[src/rtl/tone_steer_pkg.sv]
package tone_steer_pkg;

    typedef enum logic [1:0] {
        ST_IDLE    = 2'd0,
        ST_ARMING  = 2'd1,
        ST_PRESENT = 2'd2,
        ST_HOLDING = 2'd3
    } steer_state_e;

    typedef enum logic [1:0] {
        CNT_HOLD  = 2'd0,
        CNT_LOAD1 = 2'd1,
        CNT_INC   = 2'd2
    } cnt_op_e;

endpackage

[src/rtl/tone_steer_cnt.sv]
// Shared guard counter. It counts consecutive samples and compares them against the active limit.
module tone_steer_cnt
    import tone_steer_pkg::*;
#(
    parameter int CNT_W = 16
) (
    input  logic             clk,
    input  logic             rst,
    input  cnt_op_e          op,
    input  logic [CNT_W-1:0] limit,
    output logic             expired
);
    localparam logic [CNT_W-1:0] ONE = {{(CNT_W-1){1'b0}}, 1'b1};

    logic [CNT_W-1:0] cnt_q;

    always_ff @(posedge clk) begin
        if (rst) begin
            cnt_q <= '0;
        end else begin
            unique case (op)
                CNT_LOAD1: cnt_q <= ONE;
                CNT_INC:   cnt_q <= cnt_q + ONE;
                default:   cnt_q <= cnt_q;
            endcase
        end
    end

    assign expired = (cnt_q >= limit);
endmodule

[src/rtl/tone_steer_cand.sv]
// Holds the candidate code while the presence guard runs.
module tone_steer_cand #(
    parameter int CODE_W = 4
) (
    input  logic              clk,
    input  logic              rst,
    input  logic              load,
    input  logic [CODE_W-1:0] det_code,
    output logic              code_match
);
    logic [CODE_W-1:0] cand_q;

    always_ff @(posedge clk) begin
        if (rst) begin
            cand_q <= '0;
        end else if (load) begin
            cand_q <= det_code;
        end
    end

    assign code_match = (cand_q == det_code);
endmodule

[src/rtl/tone_steer_fsm.sv]
// Guard-time state machine: a state register and next-state/event logic.
module tone_steer_fsm
    import tone_steer_pkg::*;
(
    input  logic         clk,
    input  logic         rst,
    input  logic         det_valid,
    input  logic         code_match,
    input  logic         expired,
    input  logic         pres_zero,
    input  logic         abs_zero,
    output steer_state_e state_q,
    output cnt_op_e      cnt_op,
    output logic         cand_load,
    output logic         ev_accept,
    output logic         ev_release
);
    steer_state_e state_d;

    always_ff @(posedge clk) begin
        if (rst) begin
            state_q <= ST_IDLE;
        end else begin
            state_q <= state_d;
        end
    end

    always_comb begin
        state_d    = state_q;
        cnt_op     = CNT_HOLD;
        cand_load  = 1'b0;
        ev_accept  = 1'b0;
        ev_release = 1'b0;
        unique case (state_q)
            ST_IDLE: begin
                if (det_valid) begin
                    if (pres_zero) begin
                        state_d   = ST_PRESENT;
                        ev_accept = 1'b1;
                    end else begin
                        state_d   = ST_ARMING;
                        cnt_op    = CNT_LOAD1;
                        cand_load = 1'b1;
                    end
                end
            end
            ST_ARMING: begin
                if (!det_valid) begin
                    state_d = ST_IDLE;
                end else if (!code_match) begin
                    cnt_op    = CNT_LOAD1;
                    cand_load = 1'b1;
                end else if (expired) begin
                    state_d   = ST_PRESENT;
                    ev_accept = 1'b1;
                end else begin
                    cnt_op = CNT_INC;
                end
            end
            ST_PRESENT: begin
                if (!det_valid) begin
                    if (abs_zero) begin
                        state_d    = ST_IDLE;
                        ev_release = 1'b1;
                    end else begin
                        state_d = ST_HOLDING;
                        cnt_op  = CNT_LOAD1;
                    end
                end
            end
            ST_HOLDING: begin
                if (det_valid) begin
                    state_d = ST_PRESENT;
                end else if (expired) begin
                    state_d    = ST_IDLE;
                    ev_release = 1'b1;
                end else begin
                    cnt_op = CNT_INC;
                end
            end
            default: state_d = ST_IDLE;
        endcase
    end
endmodule

[src/rtl/tone_steer_out.sv]
// Registered outputs: steering, delayed steering, code latch and strobe.
module tone_steer_out #(
    parameter int CODE_W = 4
) (
    input  logic              clk,
    input  logic              rst,
    input  logic              ev_accept,
    input  logic              ev_release,
    input  logic [CODE_W-1:0] det_code,
    output logic              steer,
    output logic              delayed_steer,
    output logic [CODE_W-1:0] rx_code,
    output logic              new_digit
);
    always_ff @(posedge clk) begin
        if (rst) begin
            steer         <= 1'b0;
            delayed_steer <= 1'b1;
            rx_code       <= '0;
            new_digit     <= 1'b0;
        end else begin
            new_digit <= ev_accept;
            if (ev_accept) begin
                steer         <= 1'b1;
                delayed_steer <= 1'b0;
                rx_code       <= det_code;
            end else if (ev_release) begin
                steer         <= 1'b0;
                delayed_steer <= 1'b1;
            end
        end
    end
endmodule

[src/rtl/tone_steer.sv]
module tone_steer
    import tone_steer_pkg::*;
#(
    parameter int CODE_W  = 4,
    parameter int GUARD_W = 16
) (
    input  logic               clk,
    input  logic               rst,
    input  logic               det_valid,
    input  logic [CODE_W-1:0]  det_code,
    input  logic [GUARD_W-1:0] pres_ticks,
    input  logic [GUARD_W-1:0] abs_ticks,
    output logic               steer,
    output logic               delayed_steer,
    output logic [CODE_W-1:0]  rx_code,
    output logic               new_digit
);
    steer_state_e       state_q;
    cnt_op_e            cnt_op;
    logic               cand_load;
    logic               code_match;
    logic               expired;
    logic               ev_accept;
    logic               ev_release;
    logic [GUARD_W-1:0] limit;

    // The absence guard applies only while holding; otherwise the presence guard applies.
    assign limit = (state_q == ST_HOLDING) ? abs_ticks : pres_ticks;

    tone_steer_cnt #(.CNT_W(GUARD_W)) u_cnt (
        .clk     (clk),
        .rst     (rst),
        .op      (cnt_op),
        .limit   (limit),
        .expired (expired)
    );

    tone_steer_cand #(.CODE_W(CODE_W)) u_cand (
        .clk        (clk),
        .rst        (rst),
        .load       (cand_load),
        .det_code   (det_code),
        .code_match (code_match)
    );

    tone_steer_fsm u_fsm (
        .clk        (clk),
        .rst        (rst),
        .det_valid  (det_valid),
        .code_match (code_match),
        .expired    (expired),
        .pres_zero  (pres_ticks == '0),
        .abs_zero   (abs_ticks == '0),
        .state_q    (state_q),
        .cnt_op     (cnt_op),
        .cand_load  (cand_load),
        .ev_accept  (ev_accept),
        .ev_release (ev_release)
    );

    tone_steer_out #(.CODE_W(CODE_W)) u_out (
        .clk           (clk),
        .rst           (rst),
        .ev_accept     (ev_accept),
        .ev_release    (ev_release),
        .det_code      (det_code),
        .steer         (steer),
        .delayed_steer (delayed_steer),
        .rx_code       (rx_code),
        .new_digit     (new_digit)
    );
endmodule

[config.mk]
export PLATFORM = sky130hd
export DESIGN_NAME = tone_steer
export DESIGN_NICKNAME = d
export VERILOG_FILES = /design/src/rtl/tone_steer_pkg.sv /design/src/rtl/tone_steer_cnt.sv /design/src/rtl/tone_steer_cand.sv /design/src/rtl/tone_steer_fsm.sv /design/src/rtl/tone_steer_out.sv /design/src/rtl/tone_steer.sv
export SDC_FILE = /design/constraint.sdc
export NUM_CORES = 1
export LEC_CHECK = 0
export BUFFER_PORTS_ARGS = -buffer_cell sky130_fd_sc_hd__buf_2
export CORE_MARGIN = 1
export CORE_UTILIZATION = 54
export DETAILED_ROUTE_END_ITERATION = 7
export PLACE_DENSITY = 0.81
export SYNTH_ARGS = -nofsm -noshare
export SYNTH_HDL_FRONTEND = slang
export SYNTH_SLANG_ARGS = --single-unit
[constraint.sdc]
create_clock -name clk -period 11.7 [get_ports clk]
set_input_delay 1.755 -clock clk [delete_from_list [all_inputs] [get_ports clk]]
set_output_delay 1.755 -clock clk [all_outputs]
set_load 0.1 [all_outputs]
==> flow_metrics.py <==
metrics = {
    "timing": {
        "setup_tns_ns": 0,
        "rsz0062_at_grt": "false",
        "slew_viol_final": 0,
        "clock_skew_ns": 0.00472,
        "finalCritPeriodShare_pct": 43.3,
        "hold_viol_final": 0,
        "fmax_mhz": 197,
        "period_minus_slack_ns": 5.07,
        "slew_headroom_pct": 30.2,
        "setup-violations-final": 0,
        "worst_pin_slew_ns": 1.05,
    },
    "setup_path": {
        "worstPathArrival_ns": 5.28,
        "r2r_slack_ns": 6.70,
        "critical_path.max_fanout": 7,
        "cp.required_ns": 11.91,
        "crit_path_start_kind": "input pin",
        "critical_path_class": "input pin to flip-flop",
        "cp-end-kind": "flip-flop",
    },
    "global_route": {
        "grt_pass1_vias": 1655,
        "overflow": 0,
        "grt_max_degree": 20,
        "antenna_found_initial": 0,
        "grt_pass1_wl_um": 7820,
        "grt_usage_pct": 25.4,
    },
    "synth": {
        "synth_edf_count": 0,
        "synth.most_common_cell": "dfxtp_1",
        "yosysSeqAreaShare_pct": 29.2,
        "synth_fp_nets": 280,
        "synth_area_leaders": "dfxtp_1 (29%), mux2i_1 (12%), ha_1 (11%)",
        "synth_ff_type": "dfxtp_1",
        "synth_area_per_cell_um2": 8.90,
        "ys_seq_elements": 29,
        "synth_cell_type_count": 42,
        "syn_area_mm2": 0.00199,
        "synth_common_cells": "dfxtp_1 (29), mux2i_1 (24), nor2_1 (20)",
        "synth_top_area_share_pct": 29.2,
        "ys_warn_count": 0,
        "synth_top_area_cell": "dfxtp_1",
        "netlist_instances": 223,
        "ys_async_sr_fraction_pct": 0,
    },
    "clocking": {
        "insertion_delay_ns": 0.28,
        "postCtsSetupBuffers": 0,
        "postCtsHoldBufs": 0,
        "cts-root-buf": "clkbuf_8",
        "ctsResizeCount": 0,
        "clockBufferDepth": 2,
        "tritoncts": "built",
        "path_clk_slew_ns": 0.06,
        "tritoncts.num_buffers": 5,
        "cts_sinks": 29,
        "ctsHtreeMaxLevel": 2,
    },
    "routing": {
        "drcViolationCount": 0,
        "first_iter_violations": 135,
        "first_pass_iters": 4,
        "wl_um": 4700,
        "detail-route-antenna-nets": 0,
        "drt-wirelength-per-cell_um": 14.9,
        "vias": 1803,
        "via_per_inst": 5.72,
    },
    "finish": {
        "fin_util_pct": 67.0,
        "final-instance-count-excl-fill": 315,
        "antenna_cells_inserted": 0,
        "fin_area_mm2": 0.00231,
        "fin_nets": 325,
        "drive_gt1_share_pct": 22.7,
        "fillers": 281,
        "area_delta_synth_final_pct": 16.1,
    },
    "place": {
        "placed_cells": 307,
        "io_buffers": 45,
        "gp_congestion": 0.849,
        "place_area_mm2": 0.00222,
        "hpwl_um": 3580,
    },
    "floorplan": {
        "die_h_um": 62.6,
        "die_x_um": 62.6,
        "fp.dieArea_mm2": 0.00392,
        "io_pins": 46,
        "rows": 21,
        "initial_utilization_pct": 57.7,
        "core_mm2": 0.00344,
    },
    "power_and_ir_drop": {
        "ir_worst_vdd_mv": 0.0773,
        "power_mw": 0.214,
        "powerDensity_mw_per_mm2": 92.9,
        "p_leak_nw": 1.11,
    },
    "min_path": {
        "hold_path_class": "flip-flop to flip-flop",
    },
    "run_status": {
        "status": "finished clean",
    },
    "job": {
        "cap_violations": 0,
    },
}
[metal layers]
| metal | wire length (µm) | global-route usage, % | part of all wire (%) |
|---|---|---|---|
| met1 | 2190 | 32.6 | 47 |
| met3 | 200 | 5.66 | 4.3 |
| met2 | 2200 | 41.4 | 47 |
| met5 | 0 | 0 | 0 |
| met4 | 115 | 9.59 | 2.4 |
[cells in the final DEF (no fill, tap or decap), drive strengths merged]
cell type,count
buf,45
dfxtp,29
mux2i,24
nor2,20
ha,18
nand2,17
xor2,12
a21oi,12
nand2b,10
nor4,10
o21ai,9
nand4,8
or3,8
clkbuf,6
inv,5
nand3,5
a21o,3
a211oi,3
nor3,3
o21a,2
o311ai,2
and3,2
o211ai,2
clkinv,2
a2111oi,1
and2,1
mux2,1
o21bai,1
and3b,1
nand4b,1
nand3b,1
a31o,1
o2111ai,1
a31oi,1
nor2b,1
xnor2,1
[state kept, by name, summed over array words and instances (netlist names)]
signal and count:
u_out.rx_code 4, u_out.new_digit 1, u_cand.cand_q 4, u_out.steer 1
u_fsm.state_q 2, u_cnt.cnt_q 16, u_out.delayed_steer 1
[cells by family after synthesis]
group                      share of synthesized area, %
DFF                                                29.2
buffers and inverters                              3.21
xor gates and xnor gates                           5.73
adders and majority gates                          11.3
muxes                                              12.7
and+or+nand+nor                                    24.6
AOI/OAI and AO/OA                                  13.2
[cell type report]
type	count	area, µm²	share of cell area, %
multi-input cells	182	1340	58.2
flip-flops and latches	29	581	25.2
repair buffers	45	225	9.77
clock buffers	6	72.6	3.15
well taps	46	57.6	2.50
inverters	5	18.8	0.814
clock inverters	2	10.0	0.434
[report_power, final]
group / internal [mW] / switching, mW / leakage (nW) / total [mW]
Combinational: 0.0149 / 0.0166 / 0.828 / 0.0314
Clock: 0.0411 / 0.0386 / 0.0450 / 0.0797
Sequential: 0.101 / 0.00246 / 0.235 / 0.103
Total: 0.157 / 0.0576 / 1.11 / 0.214
[final timing paths]
check                         from                to  cells past startpoint
hold / removal    u_out.rx_code[1]  u_out.rx_code[1]                      2
hold reg to reg   u_out.rx_code[1]  u_out.rx_code[1]                      2
setup / recovery     pres_ticks[0]   u_cnt.cnt_q[15]                     14
setup reg to reg  u_fsm.state_q[0]   u_cnt.cnt_q[15]                     14
[stage by stage]
stage          setup slack (ns)  hold slack [ns]
2_1_floorplan              6.87            0.462
3_3_place_gp               6.53            0.463
3_5_place_dp               6.43            0.471
4_1_cts                    6.67            0.481
5_1_grt                    6.40            0.500
6_report                   6.63            0.478
[critical path: stages]
cell	delay (ns)
buf_2	0.10
mux2_2	0.26
ha_1	0.27
nand2b_4	0.14
a2111oi_4	0.35
nor3_2	0.10
nor4_4	0.44
and2_2	0.23
ha_1	0.30
nand4b_1	0.36
nor3_1	0.29
nand2b_1	0.17
or3_1	0.37
a21oi_1	0.13
Power figures use the tool's default switching activity.
